File: src/rtl/npc_pkg.sv
// Package: shared types for the next-PC unit.
// Assumes the transfer kind arrives already decoded as a 3-bit code.
package npc_pkg;

    typedef enum logic [2:0] {
        XK_NONE     = 3'd0,
        XK_BR_SET   = 3'd1,
        XK_BR_CLR   = 3'd2,
        XK_JMP_REL  = 3'd3,
        XK_CALL_REL = 3'd4,
        XK_JMP_REG  = 3'd5,
        XK_CALL_REG = 3'd6,
        XK_EXC_RET  = 3'd7
    } xfer_kind_e;

    // Decoded control view of one completing instruction.
    typedef struct packed {
        logic taken;
        logic use_reg;
        logic is_call;
        logic is_ret;
    } xfer_ctl_t;

endpackage

File: src/rtl/npc_decide.sv
// Module: npc_decide
// Turns the transfer kind and compare flag into control bits.
// Purely combinational. Assumes kind is valid whenever the caller
// qualifies the result with a step strobe.
module npc_decide
    import npc_pkg::*;
(
    input  logic [2:0]  kind_i,
    input  logic        flag_i,
    output xfer_ctl_t   ctl_o
);

    // Decode the kind into taken / operand source / call / return.
    always_comb begin
        ctl_o = '0;
        unique case (xfer_kind_e'(kind_i))
            XK_BR_SET:   ctl_o.taken = flag_i;
            XK_BR_CLR:   ctl_o.taken = ~flag_i;
            XK_JMP_REL:  ctl_o.taken = 1'b1;
            XK_CALL_REL: begin
                ctl_o.taken   = 1'b1;
                ctl_o.is_call = 1'b1;
            end
            XK_JMP_REG:  begin
                ctl_o.taken   = 1'b1;
                ctl_o.use_reg = 1'b1;
            end
            XK_CALL_REG: begin
                ctl_o.taken   = 1'b1;
                ctl_o.use_reg = 1'b1;
                ctl_o.is_call = 1'b1;
            end
            XK_EXC_RET:  ctl_o.is_ret = 1'b1;
            default:     ctl_o = '0;
        endcase
    end

endmodule

File: src/rtl/npc_target.sv
// Module: npc_target
// Forms the transfer target: pc + sext(offset)*4, or the register operand.
// Assumes OFF_W+2 may be wider or narrower than XLEN. The sum wraps modulo 2^XLEN.
module npc_target #(
    parameter int XLEN  = 32,
    parameter int OFF_W = 26
) (
    input  logic [XLEN-1:0]  pc_i,
    input  logic [OFF_W-1:0] off_i,
    input  logic [XLEN-1:0]  reg_i,
    input  logic             use_reg_i,
    output logic [XLEN-1:0]  tgt_o
);

    localparam int SH_W  = OFF_W + 2;
    localparam int EXT_W = XLEN - SH_W;

    logic [SH_W-1:0] off_sh;
    logic [XLEN-1:0] off_ext;

    assign off_sh = {off_i, 2'b00};

    // Widen or trim the byte offset to XLEN depending on the parameters.
    generate
        if (EXT_W > 0) begin : g_sext
            assign off_ext = {{EXT_W{off_i[OFF_W-1]}}, off_sh};
        end else begin : g_trim
            assign off_ext = off_sh[XLEN-1:0];
        end
    endgenerate

    // Choose between the register operand and the relative sum.
    always_comb begin
        tgt_o = use_reg_i ? reg_i : (pc_i + off_ext);
    end

endmodule

File: src/rtl/npc_pending.sv
// Module: npc_pending
// Holds the parked delay-slot target. It loads on a taken transfer and
// clears when the slot step consumes it or on reset.
// Assumes load_i is only meaningful together with step_i.
module npc_pending #(
    parameter int XLEN = 32
) (
    input  logic            clk,
    input  logic            rst_n,
    input  logic            step_i,
    input  logic            load_i,
    input  logic [XLEN-1:0] tgt_i,
    output logic            pend_o,
    output logic [XLEN-1:0] tgt_o
);

    // Park, replace or release the target on each completing step.
    always_ff @(posedge clk) begin
        if (!rst_n) begin
            pend_o <= 1'b0;
            tgt_o  <= '0;
        end else if (step_i) begin
            if (load_i) begin
                pend_o <= 1'b1;
                tgt_o  <= tgt_i;
            end else begin
                pend_o <= 1'b0;
                tgt_o  <= '0;
            end
        end
    end

endmodule

File: src/rtl/npc_unit.sv
// Module: npc_unit (top)
// Next-PC sequencer with one delay slot. A taken transfer parks its target,
// and the step after it (the slot) redirects there. Exception return
// redirects at once and restores status. Calls write pc+8 to the link register.
// Assumes one step per completing instruction, in program order.
module npc_unit #(
    parameter int XLEN     = 32,
    parameter int OFF_W    = 26,
    parameter int RIDX_W   = 5,
    parameter int LINK_IDX = 9
) (
    input  logic              clk,
    input  logic              rst_n,
    input  logic              step_i,
    input  logic [XLEN-1:0]   pc_i,
    input  logic [2:0]        kind_i,
    input  logic [OFF_W-1:0]  off_i,
    input  logic [XLEN-1:0]   reg_tgt_i,
    input  logic              flag_i,
    input  logic [XLEN-1:0]   epc_i,
    input  logic [XLEN-1:0]   esr_i,
    output logic [XLEN-1:0]   next_pc_o,
    output logic              redirect_o,
    output logic              pending_o,
    output logic [XLEN-1:0]   target_o,
    output logic              link_we_o,
    output logic [RIDX_W-1:0] link_idx_o,
    output logic [XLEN-1:0]   link_val_o,
    output logic              sr_we_o,
    output logic [XLEN-1:0]   sr_val_o
);

    import npc_pkg::*;

    localparam logic [XLEN-1:0]   SEQ_STEP  = XLEN'(4);
    localparam logic [XLEN-1:0]   LINK_STEP = XLEN'(8);
    localparam logic [RIDX_W-1:0] LINK_SEL  = RIDX_W'(LINK_IDX);

    xfer_ctl_t       ctl;
    logic [XLEN-1:0] new_tgt;

    npc_decide u_decide (
        .kind_i (kind_i),
        .flag_i (flag_i),
        .ctl_o  (ctl)
    );

    npc_target #(.XLEN(XLEN), .OFF_W(OFF_W)) u_target (
        .pc_i      (pc_i),
        .off_i     (off_i),
        .reg_i     (reg_tgt_i),
        .use_reg_i (ctl.use_reg),
        .tgt_o     (new_tgt)
    );

    npc_pending #(.XLEN(XLEN)) u_pending (
        .clk    (clk),
        .rst_n  (rst_n),
        .step_i (step_i),
        .load_i (ctl.taken),
        .tgt_i  (new_tgt),
        .pend_o (pending_o),
        .tgt_o  (target_o)
    );

    // Next address: parked target first, then exception return, then sequential.
    always_comb begin
        redirect_o = step_i & pending_o;
        if (pending_o)
            next_pc_o = target_o;
        else if (ctl.is_ret)
            next_pc_o = epc_i;
        else
            next_pc_o = pc_i + SEQ_STEP;
    end

    // Link-register write for calls; the value skips the delay slot.
    always_comb begin
        link_we_o  = step_i & ctl.is_call;
        link_idx_o = LINK_SEL;
        link_val_o = pc_i + LINK_STEP;
    end

    // Status restore on exception return.
    always_comb begin
        sr_we_o  = step_i & ctl.is_ret;
        sr_val_o = esr_i;
    end

endmodule

File: config.mk
export PLATFORM = sky130hd
export DESIGN_NAME = npc_unit
export DESIGN_NICKNAME = d
export VERILOG_FILES = /design/src/rtl/npc_pkg.sv /design/src/rtl/npc_decide.sv /design/src/rtl/npc_target.sv /design/src/rtl/npc_pending.sv /design/src/rtl/npc_unit.sv
export SDC_FILE = /design/constraint.sdc
export NUM_CORES = 1
export LEC_CHECK = 0
export CAP_MARGIN = 15
export CORE_AREA = 2 2 115 117
export DETAILED_ROUTE_END_ITERATION = 6
export DIE_AREA = 0 0 117 119
export PLACE_DENSITY = 0.92
export SLEW_MARGIN = 20
export SYNTH_ARGS = -nofsm -noshare
export SYNTH_HDL_FRONTEND = slang
export SYNTH_SLANG_ARGS = --single-unit
File: constraint.sdc
create_clock -name clk -period 3.1 [get_ports clk]
set_input_delay 0.62 -clock clk [delete_from_list [all_inputs] [get_ports clk]]
set_output_delay 0.62 -clock clk [all_outputs]
set_load 0.03 [all_outputs]
==> flow_metrics.env, run 1 <==
export IMPL_violations="setup timing"
export IMPL_yosys_warnings=0
export IMPL_die_w_um=117
export IMPL_synth_top_cell_by_area="dfxtp_1"
export IMPL_busiest_layer="met2"
export IMPL_cts_hold_buffers=0
export IMPL_finalSetupViolations=2
export IMPL_leakage_nw=3.63
export IMPL_fmaxAchievable_mhz=321
export IMPL_hp_class="reg2reg"
export IMPL_async_flop_share_pct=0
export IMPL_cp_start_kind="input port"
export IMPL_synth_top_cells_by_count="nand2_1, a21oi_1, nor2_1"
export IMPL_dp_cells=1145
export IMPL_grt_overflow=0
export IMPL_antenna_left=0
export IMPL_grt_usage_pct=31.3
export IMPL_fp_coreArea_um2=12900
export IMPL_io_buffers=228
export IMPL_cts_sinks=33
export IMPL_worstSkewPairLatency_ns=0.28
export IMPL_use_met3_pct=7.68
export IMPL_ir_worst_vdd_mv=0.169
export IMPL_syn_avg_cell_area_um2=6.99
export IMPL_pre_cts_ws_ns=-1.01
export IMPL_arrival_ns=2.50
export IMPL_crit_fanout=7
export IMPL_drv_slew=0
export IMPL_timing_final_crit_share_pct=101
export IMPL_gp_congestion=0.929
export IMPL_min_period_ns=3.12
export IMPL_yosys_top_cells_area="dfxtp_1, ha_1, a21oi_1"
export IMPL_netlist_area_um2=4870
export IMPL_reg2reg_slack_ns=1.53
export IMPL_wire_per_inst_um=19.8
export IMPL_p_int_w=0.00147
export IMPL_yosysUniqueCellTypes=59
export IMPL_grt_setup_unrepaired="true"
export IMPL_synth_edf_count=0
export IMPL_antenna_found_initial=2
export IMPL_whs_ns=0.519
export IMPL_tightest_slew_ns=0.527
export IMPL_slew_limit_headroom_pct=64.7
export IMPL_path_class="in2out"
export IMPL_cts_root_buffer="clkbuf_16"
export IMPL_switching_share_pct=41.9
export IMPL_end_kind="output pin"
export IMPL_power_frac_comb_pct=60.5
export IMPL_synth_top_area_share_pct=13.6
export IMPL_numCtsBuffers=5
export IMPL_layout_drive_gt1_share_pct=29.8
export IMPL_nFillCells=1036
export IMPL_required_ns=2.48
export IMPL_rows=42
export IMPL_cts_tree="built"
export IMPL_use_met1_pct=37.6
export IMPL_tns_ns=-0.0204
export IMPL_place_hpwl_mm=17.2
export IMPL_status="finished with violations"
export IMPL_clockBufferDepth=2
export IMPL_p_sw_w=0.00106
export IMPL_path_clk_slew_ns=0.06
export IMPL_synth_seq_cells=33
export IMPL_floorplan_die_height_um=119
export IMPL_setup_slack_ns=-0.0189
export IMPL_drtIter0Drc=607
export IMPL_grt_start_max_net_pins=42
export IMPL_synth_ff_type="dfxtp_1"
export IMPL_cellPowerDensity_nw_per_um2=298
export IMPL_cts_max_level=2
export IMPL_fin_skew_ns=0
export IMPL_routed_wl_mm=23.5
export IMPL_p_clk_share_pct=19.4
export IMPL_stdcell_count=1184
export IMPL_netlist_instances=697
export IMPL_vias_per_cell=5.74
export IMPL_io_pins=298
export IMPL_total_power_w=0.00254
export IMPL_yosysSeqAreaShare_pct=13.6
export IMPL_vias=6799
export IMPL_syn_to_final_growth_pct=75.0
export IMPL_grt_pass1_vias=6659
export IMPL_drt_pass1_iterations=7
export IMPL_grt_pass1_wl_mm=34.3
export IMPL_seq_power_share_pct=20.0
export IMPL_grt_use_met2_pct=51.2
export IMPL_hold_violations=0
export IMPL_initial_core_util_pct=37.8
export IMPL_die_area_um2=13900
export IMPL_route_detailed_drc=0
export IMPL_drv_cap=0
export IMPL_finalNetCount=1199
export IMPL_post_synth_top_count_cell="nand2_1"
## sequential cells by signal, indices dropped and copies added (netlist names)
signal / flops
u_pending.tgt_o: 32
u_pending.pend_o: 1
## worst max-delay path, stage by stage
cell and delay [ns]:
buf_8 0.08, ha_4 0.13, and3_4 0.19, nand3_4 0.09
nor3_4 0.20, nand3_2 0.14, buf_6 0.16, or3_4 0.39
a21oi_4 0.15, a21oi_2 0.05, o21ai_2 0.14, buf_6 0.15
## per-stage QoR
step	utilization (%)	area [µm²]
floorplan	-	4920
global placement	61.2	7880
detailed placement	61.2	7880
CTS	65.3	8400
global route	66.2	8520
finish	66.2	8520
## cell families after synthesis
logic type	after synthesis	synth area share, %
multiplexers	12	2.54
flip-flops	33	13.6
AO/OA/AOI/OAI	219	29.4
AND/OR/NAND/NOR	242	23.5
XOR/XNOR	70	12.6
adder cells (fa/ha/maj)	32	8.38
other	2	0.154
buffers and inverters	87	9.94
## cell usage in the layout, fill, tap and decap left out, types with 8 or more instances in the layout
cell type and count:
buf_4 174, clkdlybuf4s50_1 144, nand2_1 86, a21oi_1 64
nor2_1 55, xor2_1 38, dfxtp_1 32, xnor2_1 30
o21ai_0 30, ha_1 28, a22o_1 27, buf_6 27
o21ai_1 21, nand4_1 16, nor2b_1 15, nand3_1 13
clkbuf_2 11, buf_12 11, a21o_1 10, mux2i_1 9
a21oi_2 9, o21ai_2 9, a31oi_1 8
## metal layers
| metal | share of wire [%] | vias up |
|---|---|---|
| li1 | - | 3079 |
| met3 | 10 | 117 |
| met5 | 0.068 | - |
| met4 | 5.3 | 2 |
| met2 | 47 | 426 |
| met1 | 38 | 3175 |
## cell type report
cell class                      count  area (µm²)  area share, %
Tap cell                          176         220           2.58
Inverter                            5        18.8          0.220
Antenna cell                        1        2.50         0.0294
Clock buffer                        6         129           1.51
Multi-Input combinational cell    580        4030           47.2
Timing Repair Buffer              381        3450           40.5
Sequential cell                    33         662           7.77
Clock inverter                      2        10.0          0.117
## worst paths after layout
kind	startpoint	endpoint	depth (start not counted)
setup / recovery	pc_i[2]	next_pc_o[26]	12
hold / removal	u_pending.tgt_o[27]	u_pending.tgt_o[27]	2
setup reg to reg	u_pending.pend_o	u_pending.pend_o	3
hold reg to reg	u_pending.tgt_o[27]	u_pending.tgt_o[27]	2
## timing repair
action / 4_1_cts / 5_1_grt
buffers inserted: 22 / 7
endpoints found under the setup margin: 52 / 27
pin swaps: 30 / 28
gates resized for setup: 116 / 53
cloned: 1 / 0
## power groups by stage
stage	sequential (W)	combinational (W)	clock [W]
finish	0.000508	0.00154	0.000493
detailed placement	0.000513	0.00144	0
global route	0.000510	0.00162	0.000509
floorplan	0.000567	0.000773	0
global placement	0.000513	0.00142	0
CTS	0.000504	0.00148	0.000496
No activity file was read; power rests on OpenSTA's default activity.
==> run 2: changes to the inputs <==
==> constraint.sdc (replaced) <==
create_clock -name clk -period 3.56 [get_ports clk]
set_input_delay 0.712 -clock clk [delete_from_list [all_inputs] [get_ports clk]]
set_output_delay 0.712 -clock clk [all_outputs]
set_load 0.03 [all_outputs]
==> run 2 against run 1 <==
Against the previous run:
- the run now ends clean
- register-to-register slack gained 1.1 ns
- first-iteration DRC count shrank 29%
- critical path depth grew 1
- core utilization shrank 5.3 points
- highest routed layer is now met4
- hold slack gained 0.0073 ns
- setup slack gained 0.14 ns
- global-route usage shrank 3.0 points
- wire length shrank 13%
- clock power shrank 13%
- final cell count shrank 4.6%
- critical endpoint is now next_pc_o[25]
==> flow_metrics.env, run 2 (synthesis gave the netlist of run 1 again) <==
export IMPL_status="complete, no violations"
export IMPL_finalNetCount=1145
export IMPL_timing_rr_start="u_pending.pend_o"
export IMPL_io_buffers=228
export IMPL_antenna_found_initial=0
export IMPL_route_detailed_drc=0
export IMPL_place_area_um2=7520
export IMPL_cellPowerDensity_nw_per_um2=264
export IMPL_grt_pass1_vias=6022
export IMPL_io_pins=298
export IMPL_final_common_cell="clkdlybuf4s50_1"
export IMPL_wire_per_inst_um=18.1
export IMPL_drtIter0Drc=432
export IMPL_numCtsBuffers=5
export IMPL_antenna_left=0
export IMPL_stdcell_area_um2=7840
export IMPL_hold_violations=0
export IMPL_cp_start_kind="input port"
export IMPL_clockBufferDepth=2
export IMPL_r2r_cells=3
export IMPL_cts_max_level=2
export IMPL_drv_slew=0
export IMPL_leakage_nw=3.35
export IMPL_fmaxAchievable_mhz=291
export IMPL_ir_worst_vdd_mv=0.177
export IMPL_top_regs="u_pending.tgt_o x32, u_pending.pend_o x1"
export IMPL_cts_root_buffer="clkbuf_16"
export IMPL_slowest_stage="and4_4"
export IMPL_fin_skew_ns=0
export IMPL_path_clk_slew_ns=0.06
export IMPL_critPathMaxStageDelay_ns=0.26
export IMPL_routed_wl_mm=20.4
export IMPL_hp_class="reg2reg"
export IMPL_grt_overflow=0
export IMPL_n_antenna_cell=0
export IMPL_drv_cap=0
export IMPL_crit_chain="dlygate4sd2_1 -> and4_4 -> buf_6 -> and3_4 -> nand4_1 -> buf_6 -> nor2_1 -> buf_4 -> nand2_1 -> xnor2_1 -> mux2i_1 -> o21ai_1 -> buf_4"
export IMPL_cts_tree="built"
export IMPL_path_class="in2out"
export IMPL_vias_per_cell=5.48
export IMPL_largest_register_ffs=32
export IMPL_layout_drive_gt1_share_pct=20.5
export IMPL_vias=6192
export IMPL_crit_fanout=7
export IMPL_gp_congestion=0.900
export IMPL_initial_core_util_pct=37.8
export IMPL_regMostFlops="u_pending.tgt_o"
export IMPL_rows=42
export IMPL_holdCritStartpoint="u_pending.tgt_o[27]"
export IMPL_worstHoldEndpoint="u_pending.tgt_o[27]"
export IMPL_grt_usage_pct=28.3
export IMPL_grt_start_max_net_pins=35
export IMPL_total_power_w=0.00207
export IMPL_finalSetupViolations=0
export IMPL_timing_final_crit_share_pct=96.6
export IMPL_min_period_ns=3.44
export IMPL_die_area_um2=13900
export IMPL_die_w_um=117
export IMPL_place_hpwl_mm=16.3
export IMPL_cp_num_buf_inv=5
export IMPL_reg2reg_slack_ns=2.59
export IMPL_syn_to_final_growth_pct=61.1
export IMPL_fp_coreArea_um2=12900
export IMPL_grt_pass1_wl_mm=31.1
export IMPL_arrival_ns=2.73
export IMPL_floorplan_die_height_um=119
export IMPL_slew_limit_headroom_pct=56.5
export IMPL_end_kind="output pin"
export IMPL_timing_critical_path_max_delay_family="buffers and inverters"
export IMPL_timing_rr_end="u_pending.pend_o"
export IMPL_drt_pass1_iterations=5
export IMPL_tightest_slew_ns=0.649
export IMPL_worstHoldPathCells=2
export IMPL_required_ns=2.85
export IMPL_worstSkewPairLatency_ns=0.27
export IMPL_cts_sinks=33
export IMPL_final_cell_mix="clkdlybuf4s50_1, buf_4, nand2_1"
run 2: power by group:
part / leakage [nW] / total, W / internal, W / switching, W
sequential: 0.271 / 0.000434 / 0.000402 / 0.0000317
combinational: 3.01 / 0.00120 / 0.000550 / 0.000654
clock: 0.0706 / 0.000431 / 0.000257 / 0.000174
total: 3.35 / 0.00207 / 0.00121 / 0.000860
run 2: per-stage QoR:
step           instances  setup WS, ns  utilization (%)  hold WS [ns]  TNS [ns]
2_1_floorplan        700         0.116                -         0.631         0
3_3_place_gp        1113        -0.262             58.4         0.513     -2.72
3_5_place_dp        1113        -0.358             58.4         0.521     -4.02
4_1_cts             1125       0.00924             60.3         0.531         0
5_1_grt             1129       -0.0181             60.9         0.562   -0.0181
6_report            1129         0.122             60.9         0.527         0
run 2: routing by layer:
layer,global-route usage (%),vias to the layer above,share of wire [%]
met3,4.68,40,7.5
met5,0,-,0
met2,48.2,293,48
met4,7.72,0,2.4
met1,36.7,2888,42
li1,-,2971,-
run 2: tightest hold or removal path: stages, from the launching register on:
cell and delay [ns]:
dfxtp_1 0.33, nand2_1 0.08, a31oi_1 0.08
run 2: what timing repair did:
action	in CTS	in global routing
pin swaps	13	13
hold buffers	0	0
buffers inserted	4	4
setup endpoints to repair	20	14
resized for setup	36	25
run 2: worst max-delay path by stage:
stage                        from       endpoint  slack [ns]  cells past startpoint
after floorplan           pc_i[9]  next_pc_o[26]        0.12                     10
after global placement    pc_i[2]  next_pc_o[22]       -0.26                     12
after detailed placement  pc_i[2]  next_pc_o[22]       -0.36                     12
after CTS                 pc_i[2]  next_pc_o[22]       0.009                     12
after global routing      pc_i[9]  next_pc_o[25]       -0.02                     13
final                     pc_i[9]  next_pc_o[25]        0.12                     13
run 2: area by class of cell:
class,count,area (µm²)
Inverter,5,18.8
Clock inverter,2,10.0
Clock buffer,6,129
Sequential cell,33,662
Timing Repair Buffer,327,2960
Tap cell,176,220
Multi-Input combinational cell,580,3840
Fill cell,1162,5030
==> run 3: changes to the inputs <==
--- a/config.mk
+++ b/config.mk
@@ -9,6 +9,7 @@
 export CORE_AREA = 2 2 115 117
 export DETAILED_ROUTE_END_ITERATION = 6
 export DIE_AREA = 0 0 117 119
+export GPL_TIMING_DRIVEN = 0
 export PLACE_DENSITY = 0.92
 export SLEW_MARGIN = 20
 export SYNTH_ARGS = -nofsm -noshare
==> run 3 against run 2 <==
Against the previous run:
- setup slack got worse by 0.11 ns
- global-route usage rose by 1.2 points
- clock skew stayed put
- non-clock buffer count grew 32
- maximum frequency is 3.0% lower
- die area stayed put
- register-to-register slack lost 0.12 ns
- largest power group unchanged
==> flow_metrics.env, run 3 (synthesis gave the netlist of run 1 again) <==
export IMPL_status="complete, no violations"
export IMPL_top_regs="u_pending.tgt_o x32, u_pending.pend_o x1"
export IMPL_drv_cap=0
export IMPL_n_antenna_cell=0
export IMPL_pre_cts_ws_ns=-1.65
export IMPL_layout_drive_gt1_share_pct=15.7
export IMPL_leakage_nw=3.33
export IMPL_routed_wl_mm=22.1
export IMPL_cts_sinks=33
export IMPL_rows=42
export IMPL_cp_start_kind="input port"
export IMPL_wire_per_inst_um=19.1
export IMPL_grt_pass1_wl_mm=32.1
export IMPL_route_detailed_drc=0
export IMPL_grt_pass1_vias=6266
export IMPL_tns_ns=0
export IMPL_vias_per_cell=5.61
export IMPL_vias=6509
export IMPL_hp_class="reg2reg"
export IMPL_tightest_slew_ns=0.918
export IMPL_grt_usage_pct=29.6
export IMPL_slew_limit_headroom_pct=38.6
export IMPL_gp_congestion=0.910
export IMPL_cts_tree="built"
export IMPL_die_w_um=117
export IMPL_drv_slew=0
export IMPL_stdcell_count=1161
export IMPL_initial_core_util_pct=37.8
export IMPL_required_ns=2.85
export IMPL_die_area_um2=13900
export IMPL_hold_violations=0
export IMPL_fin_util_pct=63.2
export IMPL_final_cell_mix="clkdlybuf4s50_1, nand2_1, a21oi_1"
export IMPL_antenna_left=0
export IMPL_total_power_w=0.00227
export IMPL_finalSetupViolations=0
export IMPL_worstHoldPathCells=2
export IMPL_cts_max_level=2
export IMPL_cts_hold_buffers=0
export IMPL_cellPowerDensity_nw_per_um2=279
export IMPL_io_pins=298
export IMPL_drtIter0Drc=460
export IMPL_end_kind="output pin"
export IMPL_p_sw_w=0.000922
export IMPL_fp_coreArea_um2=12900
export IMPL_place_hpwl_mm=17.0
export IMPL_seq_power_share_pct=19.1
export IMPL_ir_worst_vdd_mv=0.220
export IMPL_floorplan_die_height_um=119
export IMPL_regMostFlops="u_pending.tgt_o"
export IMPL_worstSkewPairLatency_ns=0.28
export IMPL_antenna_found_initial=0
export IMPL_p_int_w=0.00135
export IMPL_setup_slack_ns=0.0149
export IMPL_r2r_cells=3
export IMPL_fmaxAchievable_mhz=282
export IMPL_path_clk_slew_ns=0.06
export IMPL_crit_fanout=5
export IMPL_drt_pass1_iterations=5
export IMPL_cts_root_buffer="clkbuf_16"
export IMPL_timing_final_crit_share_pct=99.6
export IMPL_power_frac_comb_pct=55.4
export IMPL_grt_overflow=0
export IMPL_grt_start_max_net_pins=12
export IMPL_min_period_ns=3.55
export IMPL_dp_cells=1136
export IMPL_path_class="in2out"
export IMPL_finalNetCount=1177
export IMPL_arrival_ns=2.83
export IMPL_clockBufferDepth=2
export IMPL_fin_skew_ns=0
export IMPL_switching_share_pct=40.6
export IMPL_largest_register_ffs=32
export IMPL_p_clk_share_pct=25.5
export IMPL_io_buffers=260
export IMPL_syn_to_final_growth_pct=67.1
export IMPL_final_common_cell="clkdlybuf4s50_1"
export IMPL_numCtsBuffers=5
-- run 3: cell types whose count changed in the layout (fill, tap and decap cells not counted), sizes merged --
cell           before  now
dlymetal6s2s       11    4
clkdlybuf4s15       1   10
bufinv              0    2
clkdlybuf4s50     150  197
clkinv              2    1
clkbuf              9   48
dlygate4sd2         9   19
buf               153   86
-- run 3: power by group through the flow --
stage / Combinational [W] / Clock [W] / Sequential [W]
CTS: 0.00124 / 0.000579 / 0.000433
finish: 0.00126 / 0.000580 / 0.000434
global placement: 0.00123 / 0 / 0.000441
global route: 0.00133 / 0.000600 / 0.000437
floorplan: 0.000668 / 0 / 0.000494
detailed placement: 0.00125 / 0 / 0.000440
-- run 3: repair_timing --
action	4_1_cts	5_1_grt
setup endpoints to repair	63	38
pin swaps	9	5
gates resized for setup	195	60
setup buffers	16	4
cloned	0	0
-- run 3: path summary, 6_finish.rpt --
check | to | slack (ns) | from
min | u_pending.tgt_o[27] | 0.54 | u_pending.tgt_o[27]
min reg2reg | u_pending.tgt_o[27] | 0.54 | u_pending.tgt_o[27]
max | link_val_o[16] | 0.01 | pc_i[5]
max reg2reg | u_pending.pend_o | 2.47 | u_pending.pend_o
-- run 3: critical path, stage by stage --
cell	delay, ns
clkdlybuf4s15_1	0.21
buf_6	0.12
and3_1	0.25
nand3_4	0.17
nor3_4	0.26
buf_4	0.17
xor2_1	0.22
clkdlybuf4s50_1	0.72
-- run 3: cell type report --
class	instances	area (µm²)
clock inverters	3	65.1
multi-input cells	580	3900
repair buffers	280	2620
clock buffers	5	125
plain buffers	79	527
fillers	1133	4740
flip-flops and latches	33	661
well taps	176	220
inverters	5	18.8
-- run 3: per-layer routing --
layer / vias up / part of all wire [%] / track usage [%]
met5: - / 0 / 0
met1: 3084 / 41 / 36.4
met4: 0 / 3.5 / 10.7
met3: 51 / 8.0 / 5.90
li1: 3031 / - / -
met2: 343 / 48 / 50.4
-- run 3: through the flow --
step / cell area [µm²] / hold WS [ns]
floorplan: 4880 / 0.631
detailed placement: 7700 / 0.530
finish: 8140 / 0.536
global route: 8140 / 0.567
CTS: 8150 / 0.539
global placement: 7700 / 0.514
